<file path="src/rtl/cond_alu_pkg.sv">
`timescale 1ns/1ps
package cond_alu_pkg;

    typedef enum logic [3:0] {
        OP_AND = 4'd0,  OP_EOR = 4'd1,  OP_SUB = 4'd2,  OP_RSB = 4'd3,
        OP_ADD = 4'd4,  OP_ADC = 4'd5,  OP_SBC = 4'd6,  OP_RSC = 4'd7,
        OP_TST = 4'd8,  OP_TEQ = 4'd9,  OP_CMP = 4'd10, OP_CMN = 4'd11,
        OP_ORR = 4'd12, OP_MOV = 4'd13, OP_BIC = 4'd14, OP_MVN = 4'd15
    } alu_op_e;

    typedef enum logic [1:0] {
        SH_LSL = 2'd0, SH_LSR = 2'd1, SH_ASR = 2'd2, SH_ROR = 2'd3
    } shift_e;

    typedef enum logic [3:0] {
        CC_EQ = 4'd0,  CC_NE = 4'd1,  CC_CS = 4'd2,  CC_CC = 4'd3,
        CC_MI = 4'd4,  CC_PL = 4'd5,  CC_VS = 4'd6,  CC_VC = 4'd7,
        CC_HI = 4'd8,  CC_LS = 4'd9,  CC_GE = 4'd10, CC_LT = 4'd11,
        CC_GT = 4'd12, CC_LE = 4'd13, CC_AL = 4'd14, CC_NV = 4'd15
    } cond_e;

    typedef struct packed {
        logic n;
        logic z;
        logic c;
        logic v;
    } nzcv_t;

    typedef enum logic [1:0] {
        CIN_ZERO = 2'd0, CIN_ONE = 2'd1, CIN_FLAG = 2'd2
    } cin_sel_e;

    // How the shared adder is steered for one opcode
    typedef struct packed {
        logic     swap;    // operands exchanged (reverse forms)
        logic     invert;  // second adder input inverted (subtract forms)
        cin_sel_e cin;
    } arith_plan_t;

    function automatic logic is_compare(alu_op_e op);
        return op inside {OP_TST, OP_TEQ, OP_CMP, OP_CMN};
    endfunction

    function automatic logic is_arith(alu_op_e op);
        return op inside {OP_SUB, OP_RSB, OP_ADD, OP_ADC,
                          OP_SBC, OP_RSC, OP_CMP, OP_CMN};
    endfunction

    function automatic arith_plan_t plan_arith(alu_op_e op);
        arith_plan_t p;
        p.swap   = 1'b0;
        p.invert = 1'b0;
        p.cin    = CIN_ZERO;
        case (op)
            OP_SUB, OP_CMP: begin p.invert = 1'b1; p.cin = CIN_ONE;  end
            OP_RSB:         begin p.swap = 1'b1; p.invert = 1'b1; p.cin = CIN_ONE; end
            OP_ADC:         begin p.cin = CIN_FLAG; end
            OP_SBC:         begin p.invert = 1'b1; p.cin = CIN_FLAG; end
            OP_RSC:         begin p.swap = 1'b1; p.invert = 1'b1; p.cin = CIN_FLAG; end
            default:        ;
        endcase
        return p;
    endfunction

    function automatic logic cond_holds(cond_e cc, nzcv_t f);
        case (cc)
            CC_EQ:   return f.z;
            CC_NE:   return !f.z;
            CC_CS:   return f.c;
            CC_CC:   return !f.c;
            CC_MI:   return f.n;
            CC_PL:   return !f.n;
            CC_VS:   return f.v;
            CC_VC:   return !f.v;
            CC_HI:   return f.c && !f.z;
            CC_LS:   return !f.c || f.z;
            CC_GE:   return f.n == f.v;
            CC_LT:   return f.n != f.v;
            CC_GT:   return !f.z && (f.n == f.v);
            CC_LE:   return f.z || (f.n != f.v);
            CC_AL:   return 1'b1;
            default: return 1'b0;
        endcase
    endfunction

endpackage

</file>
<file path="src/rtl/cau_cond_gate.sv">
`timescale 1ns/1ps
module cau_cond_gate
    import cond_alu_pkg::*;
(
    input  logic       clk,
    input  logic       rst,
    input  logic [3:0] cond_i,
    input  nzcv_t      flags_i,
    output logic       pass_o
);

    cond_e cc;
    assign cc     = cond_e'(cond_i);
    assign pass_o = cond_holds(cc, flags_i);


    always_pass_chk: assert property (@(posedge clk) disable iff (rst)
        (cond_i == 4'd14) |-> pass_o);


    never_pass_chk: assert property (@(posedge clk) disable iff (rst)
        (cond_i == 4'd15) |-> !pass_o);

endmodule

</file>
<file path="src/rtl/cau_operand2.sv">
`timescale 1ns/1ps
module cau_operand2
    import cond_alu_pkg::*;
#(
    parameter int DATA_W  = 32,
    parameter int IMM_W   = 8,
    parameter int ROT_W   = 4,
    parameter int AMT_W   = 8,
    parameter int SHAMT_W = $clog2(DATA_W)
) (
    input  logic               clk,
    input  logic               rst,
    input  logic               imm_sel_i,
    input  logic [IMM_W-1:0]   imm_i,
    input  logic [ROT_W-1:0]   rot_i,
    input  logic [DATA_W-1:0]  rm_i,
    input  logic [1:0]         kind_i,
    input  logic               by_reg_i,
    input  logic [SHAMT_W-1:0] amt_imm_i,
    input  logic [AMT_W-1:0]   amt_reg_i,
    input  logic               c_in,
    output logic [DATA_W-1:0]  op2_o,
    output logic               carry_o
);

    localparam logic [AMT_W-1:0] AMT_FULL = AMT_W'(DATA_W);

    shift_e                    kind;
    logic [AMT_W-1:0]          amt;
    logic [AMT_W-1:0]          asr_amt;
    logic [DATA_W:0]           lsl_w;
    logic [DATA_W:0]           lsr_w;
    logic signed [DATA_W:0]    asr_w;
    logic [2*DATA_W-1:0]       ror_w;
    logic [DATA_W-1:0]         sh_val;
    logic                      sh_c;

    logic [DATA_W-1:0]         imm_ext;
    logic [SHAMT_W-1:0]        imm_dist;
    logic [2*DATA_W-1:0]       imm_w;
    logic [DATA_W-1:0]         imm_val;
    logic                      imm_c;

    assign kind = shift_e'(kind_i);
    assign amt  = by_reg_i ? amt_reg_i
                           : {{(AMT_W-SHAMT_W){1'b0}}, amt_imm_i};

    // Register path: barrel shifter with the carry kept one bit beyond the data
    always_comb begin
        lsl_w   = '0;
        lsr_w   = '0;
        asr_w   = '0;
        ror_w   = '0;
        asr_amt = '0;
        sh_val  = rm_i;
        sh_c    = c_in;
        if (amt != '0) begin
            unique case (kind)
                SH_LSL: begin
                    if (amt > AMT_FULL) begin
                        sh_val = '0;
                        sh_c   = 1'b0;
                    end else begin
                        lsl_w  = {1'b0, rm_i} << amt;
                        sh_val = lsl_w[DATA_W-1:0];
                        sh_c   = lsl_w[DATA_W];
                    end
                end
                SH_LSR: begin
                    if (amt > AMT_FULL) begin
                        sh_val = '0;
                        sh_c   = 1'b0;
                    end else begin
                        lsr_w  = {rm_i, 1'b0} >> amt;
                        sh_val = lsr_w[DATA_W:1];
                        sh_c   = lsr_w[0];
                    end
                end
                SH_ASR: begin
                    asr_amt = (amt > AMT_FULL) ? AMT_FULL : amt;
                    asr_w   = $signed({rm_i, 1'b0}) >>> asr_amt;
                    sh_val  = asr_w[DATA_W:1];
                    sh_c    = asr_w[0];
                end
                SH_ROR: begin
                    ror_w  = {rm_i, rm_i} >> amt[SHAMT_W-1:0];
                    sh_val = ror_w[DATA_W-1:0];
                    sh_c   = ror_w[DATA_W-1];
                end
                default: ;
            endcase
        end
    end

    // Constant path: byte rotated right by twice the rotation field
    assign imm_ext  = {{(DATA_W-IMM_W){1'b0}}, imm_i};
    assign imm_dist = SHAMT_W'({rot_i, 1'b0});
    assign imm_w    = {imm_ext, imm_ext} >> imm_dist;
    assign imm_val  = imm_w[DATA_W-1:0];
    assign imm_c    = (rot_i == '0) ? c_in : imm_val[DATA_W-1];

    assign op2_o   = imm_sel_i ? imm_val : sh_val;
    assign carry_o = imm_sel_i ? imm_c   : sh_c;


    rot0_imm_chk: assert property (@(posedge clk) disable iff (rst)
        (imm_sel_i && rot_i == '0) |-> (op2_o == imm_ext && carry_o == c_in));


    lsl_far_chk: assert property (@(posedge clk) disable iff (rst)
        (!imm_sel_i && by_reg_i && kind_i == 2'd0 && amt_reg_i > AMT_FULL)
        |-> (op2_o == '0 && !carry_o));

endmodule

</file>
<file path="src/rtl/cau_alu_core.sv">
`timescale 1ns/1ps
module cau_alu_core
    import cond_alu_pkg::*;
#(
    parameter int DATA_W = 32
) (
    input  alu_op_e           op_i,
    input  logic [DATA_W-1:0] a_i,
    input  logic [DATA_W-1:0] b_i,
    input  logic              sh_carry_i,
    input  logic              c_in,
    input  logic              v_in,
    output logic [DATA_W-1:0] result_o,
    output nzcv_t             flags_o
);

    arith_plan_t       plan;
    logic [DATA_W-1:0] x, y;
    logic              cin;
    logic [DATA_W:0]   sum;
    logic              ovf;

    always_comb begin
        plan = plan_arith(op_i);
        x    = plan.swap ? b_i : a_i;
        y    = plan.swap ? a_i : b_i;
        if (plan.invert) y = ~y;
        case (plan.cin)
            CIN_ONE:  cin = 1'b1;
            CIN_FLAG: cin = c_in;
            default:  cin = 1'b0;
        endcase
        sum = {1'b0, x} + {1'b0, y} + {{DATA_W{1'b0}}, cin};
        ovf = (x[DATA_W-1] == y[DATA_W-1]) && (sum[DATA_W-1] != x[DATA_W-1]);
    end

    always_comb begin
        case (op_i)
            OP_AND, OP_TST: result_o = a_i & b_i;
            OP_EOR, OP_TEQ: result_o = a_i ^ b_i;
            OP_ORR:         result_o = a_i | b_i;
            OP_MOV:         result_o = b_i;
            OP_BIC:         result_o = a_i & ~b_i;
            OP_MVN:         result_o = ~b_i;
            default:        result_o = sum[DATA_W-1:0];
        endcase
    end

    always_comb begin
        flags_o.n = result_o[DATA_W-1];
        flags_o.z = (result_o == '0);
        if (is_arith(op_i)) begin
            flags_o.c = sum[DATA_W];
            flags_o.v = ovf;
        end else begin
            flags_o.c = sh_carry_i;
            flags_o.v = v_in;
        end
    end

endmodule

</file>
<file path="src/rtl/cond_alu_exec.sv">
`timescale 1ns/1ps
module cond_alu_exec
    import cond_alu_pkg::*;
#(
    parameter int DATA_W  = 32,
    parameter int IMM_W   = 8,
    parameter int ROT_W   = 4,
    parameter int AMT_W   = 8,
    parameter int SHAMT_W = $clog2(DATA_W)
) (
    input  logic               clk,
    input  logic               rst,
    input  logic               issue_i,
    input  logic [3:0]         opcode_i,
    input  logic [3:0]         cond_i,
    input  logic               set_flags_i,
    input  logic [DATA_W-1:0]  op1_i,
    input  logic               op2_imm_sel_i,
    input  logic [IMM_W-1:0]   imm_val_i,
    input  logic [ROT_W-1:0]   imm_rot_i,
    input  logic [DATA_W-1:0]  rm_i,
    input  logic [1:0]         shift_kind_i,
    input  logic               shift_by_reg_i,
    input  logic [SHAMT_W-1:0] shift_amt_i,
    input  logic [AMT_W-1:0]   shift_reg_byte_i,
    output logic [DATA_W-1:0]  result_o,
    output logic               rd_we_o,
    output logic [3:0]         flags_o
);

    alu_op_e           op;
    nzcv_t             flags_q;
    nzcv_t             alu_flags;
    logic              cond_pass;
    logic              cmp_op;
    logic              flag_upd;
    logic [DATA_W-1:0] op2;
    logic              op2_carry;

    assign op     = alu_op_e'(opcode_i);
    assign cmp_op = is_compare(op);

    cau_cond_gate u_cond (
        .clk     (clk),
        .rst     (rst),
        .cond_i  (cond_i),
        .flags_i (flags_q),
        .pass_o  (cond_pass)
    );

    cau_operand2 #(
        .DATA_W  (DATA_W),
        .IMM_W   (IMM_W),
        .ROT_W   (ROT_W),
        .AMT_W   (AMT_W),
        .SHAMT_W (SHAMT_W)
    ) u_op2 (
        .clk       (clk),
        .rst       (rst),
        .imm_sel_i (op2_imm_sel_i),
        .imm_i     (imm_val_i),
        .rot_i     (imm_rot_i),
        .rm_i      (rm_i),
        .kind_i    (shift_kind_i),
        .by_reg_i  (shift_by_reg_i),
        .amt_imm_i (shift_amt_i),
        .amt_reg_i (shift_reg_byte_i),
        .c_in      (flags_q.c),
        .op2_o     (op2),
        .carry_o   (op2_carry)
    );

    cau_alu_core #(
        .DATA_W (DATA_W)
    ) u_core (
        .op_i       (op),
        .a_i        (op1_i),
        .b_i        (op2),
        .sh_carry_i (op2_carry),
        .c_in       (flags_q.c),
        .v_in       (flags_q.v),
        .result_o   (result_o),
        .flags_o    (alu_flags)
    );

    assign flag_upd = issue_i && cond_pass && (set_flags_i || cmp_op);
    assign rd_we_o  = issue_i && cond_pass && !cmp_op;

    always_ff @(posedge clk) begin
        if (rst)           flags_q <= '0;
        else if (flag_upd) flags_q <= alu_flags;
    end

    assign flags_o = flags_q;


    fail_hold_chk: assert property (@(posedge clk) disable iff (rst)
        (issue_i && !cond_pass) |=> $stable(flags_q));


    idle_hold_chk: assert property (@(posedge clk) disable iff (rst)
        !issue_i |-> !rd_we_o ##1 $stable(flags_q));


    cmp_nowrite_chk: assert property (@(posedge clk) disable iff (rst)
        (issue_i && opcode_i[3:2] == 2'b10) |-> !rd_we_o);


    no_s_hold_chk: assert property (@(posedge clk) disable iff (rst)
        (issue_i && !set_flags_i && opcode_i[3:2] != 2'b10) |=> $stable(flags_q));


    nz_track_chk: assert property (@(posedge clk) disable iff (rst)
        flag_upd |=> (flags_q.z == ($past(result_o) == '0)
                      && flags_q.n == $past(result_o[DATA_W-1])));


    logic_v_chk: assert property (@(posedge clk) disable iff (rst)
        (flag_upd && !is_arith(op)) |=> (flags_q.v == $past(flags_q.v)));

endmodule

</file>
<file path="config.mk">
export PLATFORM = sky130hd
export DESIGN_NAME = cond_alu_exec
export DESIGN_NICKNAME = d
export VERILOG_FILES = /design/src/rtl/cond_alu_pkg.sv /design/src/rtl/cau_cond_gate.sv /design/src/rtl/cau_operand2.sv /design/src/rtl/cau_alu_core.sv /design/src/rtl/cond_alu_exec.sv
export SDC_FILE = /design/constraint.sdc
export NUM_CORES = 1
export LEC_CHECK = 0
export BUFFER_PORTS_ARGS = -buffer_cell sky130_fd_sc_hd__buf_2
export CAP_MARGIN = 10
export CORE_ASPECT_RATIO = 1.4
export CORE_UTILIZATION = 53
export CTS_CLUSTER_DIAMETER = 60
export DETAILED_ROUTE_END_ITERATION = 6
export PLACE_DENSITY = 0.69
export SETUP_SLACK_MARGIN = 0.02
export SKIP_CTS_REPAIR_TIMING = 1
export SLEW_MARGIN = 20
export SYNTH_ARGS = -nofsm -noshare
export SYNTH_HDL_FRONTEND = slang
export SYNTH_SLANG_ARGS = --single-unit
</file>
<file path="constraint.sdc">
create_clock -name clk -period 8.75 [get_ports clk]
set_input_delay 0.875 -clock clk [delete_from_list [all_inputs] [get_ports clk]]
set_output_delay 0.875 -clock clk [all_outputs]
set_load 0.03 [all_outputs]
</file>
==> results of run 1 <==
[through the flow]
step	util	hold slack (ns)
after floorplan	-	0.494
after global placement	0.589	0.533
after detailed placement	0.589	0.538
after CTS	0.592	0.544
[cells by family after synthesis]
family	synth area share
adder cells (fa/ha/maj)	0.0590
buffers and inverters	0.0852
multiplexers	0.210
XOR/XNOR	0.0382
flip-flops	0.00554
AO/OA/AOI/OAI	0.397
AND/OR/NAND/NOR	0.206
[layer usage]
layer	track usage	GRT overflow
met1	0.687	0
met2	0.889	18
met3	0.425	0
met4	0.664	18
met5	0.0635	0
==> results.json, run 1 <==
{
  "outcome": "stopped before the end",
  "failed_stage": "global routing",
  "toolErrorMsg": "[ERROR GRT-0116] Global routing finished with congestion. Check the congestion regions in the DRC Viewer.",
  "yosysMostFrequentCell": "nand2_1",
  "h-tree-depth": 1,
  "rows": 71,
  "yosys-top-cells-area": "mux2i_1 (12%), nand2_1 (6.7%), o21ai_0 (6.2%)",
  "netlist_area_um2": 14500,
  "ys_warn_count": 0,
  "grt_pass1_vias": 20581,
  "ios": 142,
  "clock_sinks": 4,
  "dp_hpwl_um": 64400,
  "synthArstFlopShare": 0,
  "cts_buffers": 3,
  "dp.cells": 2606,
  "start_util": 0.539,
  "yosysTopAreaCellShare": 0.123,
  "track_usage": 0.668,
  "grt_max_degree": 55,
  "cts_root_buffer": "clkbuf_16",
  "yosys.area.top_type": "mux2i_1",
  "dp_worst_setup_slack_ns": -0.0819,
  "synth-seq-cells": 4,
  "grt_first_pass_wirelength_um": 139000,
  "globalplace.congestion": 1.29,
  "port_buffers": 141,
  "syn_nets": 2340,
  "postPlaceCellArea_um2": 15800,
  "syn_inst": 2168,
  "synth-edff-count": 0,
  "die_h_um": 197,
  "die_w_um": 142,
  "synthFlopType": "dfxtp_1",
  "synth_area_per_cell_um2": 6.67,
  "yosysSeqAreaShare": 0.00554,
  "max-clock-path-buffers": 2,
  "ys_top_cells_by_count": "nand2_1 (257), nor2_1 (184), o21ai_0 (180), mux2i_1 (177), a21oi_1 (164)",
  "grt_remaining_overflow": 36,
  "synth_cell_types": 101
}
==> inputs of run 2 (changes only) <==
CORE_ASPECT_RATIO = not set   (was 1.4)
CORE_UTILIZATION = 38   (was 53)
CTS_CLUSTER_DIAMETER = not set   (was 60)
PLACE_DENSITY = not set   (was 0.69)
PLACE_DENSITY_LB_ADDON = 0.15   (was not set)
SETUP_SLACK_MARGIN = not set   (was 0.02)
==> run 2 against run 1 <==
  * The run now ends clean
  * Synthesized area stayed put
  * Synthesized cell count stayed put
==> results.json, run 2 <==
{
  "yosysMostFrequentCell": "nand2_1",
  "rr_startpoint": "flags_o[1]",
  "worstSetupPathType": "input port to output pin",
  "max-clock-path-buffers": 2,
  "synthArstFlopShare": 0,
  "seq_area_um2": 80.1,
  "cp-start-kind": "input port",
  "wire_per_inst_um": 33.8,
  "p_leak_nw": 6.70,
  "synth-edff-count": 0,
  "path_clk_slew_ns": 0.03,
  "finalPower_w": 0.00186,
  "ff2ff_setup_slack_ns": 3.81,
  "ant_nets": 0,
  "max_stage_delay_ns": 0.64,
  "ys_warn_count": 0,
  "outcome": "completed",
  "fin_cells": 2775,
  "globalplace.congestion": 1.11,
  "yosys-top-cells-area": "mux2i_1 (12%), nand2_1 (6.7%), o21ai_0 (6.2%)",
  "ios": 142,
  "final_layout_size_suffix_gt1_frac": 0.188,
  "clock.fmax_mhz": 118,
  "dieArea_um2": 38800,
  "synth-seq-cells": 4,
  "setup_viol": 0,
  "holdCritPathClass": "flop to flop",
  "detail_route.iter0.violations": 2929,
  "port_buffers": 141,
  "synth_area_per_cell_um2": 6.67,
  "yosysTopAreaCellShare": 0.123,
  "clock_sinks": 4,
  "drc": 0,
  "slew_headroom": 0.262,
  "dp.cells": 2765,
  "dp_worst_setup_slack_ns": -0.00459,
  "avgViaCountPerCell": 7.18,
  "fin_crit_ns": 8.51,
  "crit_top_cell": "a21oi_1",
  "endpoint_kind": "output pin",
  "via_count": 19927,
  "routed_wl_um": 93800,
  "synthFlopType": "dfxtp_1",
  "final_cell_mix": "nand2_1 (256), nor2_1 (181), o21ai_0 (178)",
  "postPlaceCellArea_um2": 16100,
  "fill_cells": 4059,
  "grt_remaining_overflow": 0,
  "worst_hold_slack_ns": 0.647,
  "pwr_density_cell_nw_per_um2": 113,
  "yosys.area.top_type": "mux2i_1",
  "crit_slowest_cell": "mux4_1",
  "syn_nets": 2340,
  "start_util": 0.385,
  "timing.final.crit_share": 0.973,
  "setup_ws_ns": 0.239,
  "grt_pass1_vias": 18507,
  "cp-startpoint": "shift_by_reg_i",
  "antenna_found_initial": 4,
  "cts_tree": "yes",
  "crit_fanout": 41,
  "finalClockSkew_ns": 0.000712,
  "grt_first_pass_wirelength_um": 133000,
  "cts_buffers": 3,
  "rows": 71,
  "coreArea_um2": 37600,
  "die_w_um": 197,
  "final_common_cell": "nand2_1",
  "grt_max_degree": 51,
  "design_area_um2": 16400,
  "syn_inst": 2168,
  "largest_register_ffs": 4,
  "synth_cell_types": 101,
  "area_growth_pct": 13.6,
  "yosysSeqAreaShare": 0.00554,
  "cts_root_buffer": "clkbuf_16",
  "multi_input_area_um2": 13400,
  "cp.required_ns": 7.88,
  "cp.arrival_ns": 7.64,
  "final_max_slew_viol_count": 0,
  "track_usage": 0.469,
  "firstDrtPassIters": 6,
  "holdCritStartpoint": "flags_o[0]",
  "max_cap_violations": 0,
  "tightest_slew_ns": 1.10,
  "die_h_um": 197,
  "netlist_area_um2": 14500,
  "hold_viol_final": 0,
  "ir_drop_uv": 101,
  "num-nets-final": 2436,
  "ys_top_cells_by_count": "nand2_1 (257), nor2_1 (184), o21ai_0 (180), mux2i_1 (177), a21oi_1 (164)",
  "dp_hpwl_um": 73200,
  "h-tree-depth": 1,
  "insertion_delay_ns": 0.22
}
[run 2: final timing paths]
| path | end | depth (start not counted) |
|---|---|---|
| worst max-delay path | result_o[31] | 27 |
| worst min-delay path | flags_o[0] | 2 |
| worst max register to register | flags_o[2] | 18 |
| worst min register to register | flags_o[0] | 2 |
[run 2: area by class of cell]
cell class              count  area share
diodes                      2    0.000305
flip-flops and latches      4     0.00487
multi-input cells        1883       0.814
clock buffers               3     0.00457
well taps                 511      0.0389
inverters                  77      0.0176
repair buffers            295       0.119
[run 2: cell families (layout without fill, tap and decap cells)]
| family | after synthesis | count (layout) | share of synthesized area |
|---|---|---|---|
| flops | 4 | 4 | 0.00554 |
| xor+xnor | 63 | 63 | 0.0382 |
| simple gates | 662 | 662 | 0.206 |
| compound gates | 846 | 846 | 0.397 |
| mux | 245 | 245 | 0.210 |
| fa+ha+maj | 67 | 67 | 0.0590 |
| buf+inv | 281 | 375 | 0.0852 |
| other cells | 0 | 2 | 0 |
[run 2: per-stage QoR]
| step | utilization | TNS [ns] |
|---|---|---|
| 6_report | 0.437 | 0 |
| 5_1_grt | 0.437 | -0.0620 |
| 3_3_place_gp | 0.430 | -1.81 |
| 2_1_floorplan | - | 0 |
| 4_1_cts | 0.432 | -0.0535 |
| 3_5_place_dp | 0.430 | -0.00459 |
[run 2: worst max-delay path, delay by kind of cell]
family	cells	cell delay [ns]
xor+xnor	2	0.28
compound gates	14	3.16
buf+inv	6	1.37
mux	4	1.65
fa+ha+maj	1	0.21
[run 2: power by group]
group	total, W	internal [W]	switching (W)
registers	0.0000221	0.0000194	0.00000267
logic	0.00177	0.000602	0.00116
clock network	0.0000700	0.0000583	0.0000117
[run 2: per-layer routing]
metal	routed length, um	track usage
met4	6770	0.262
met1	36800	0.609
met5	0	0
met3	11600	0.120
met2	38700	0.705
Note: power is estimated with default switching activity, not from simulation.
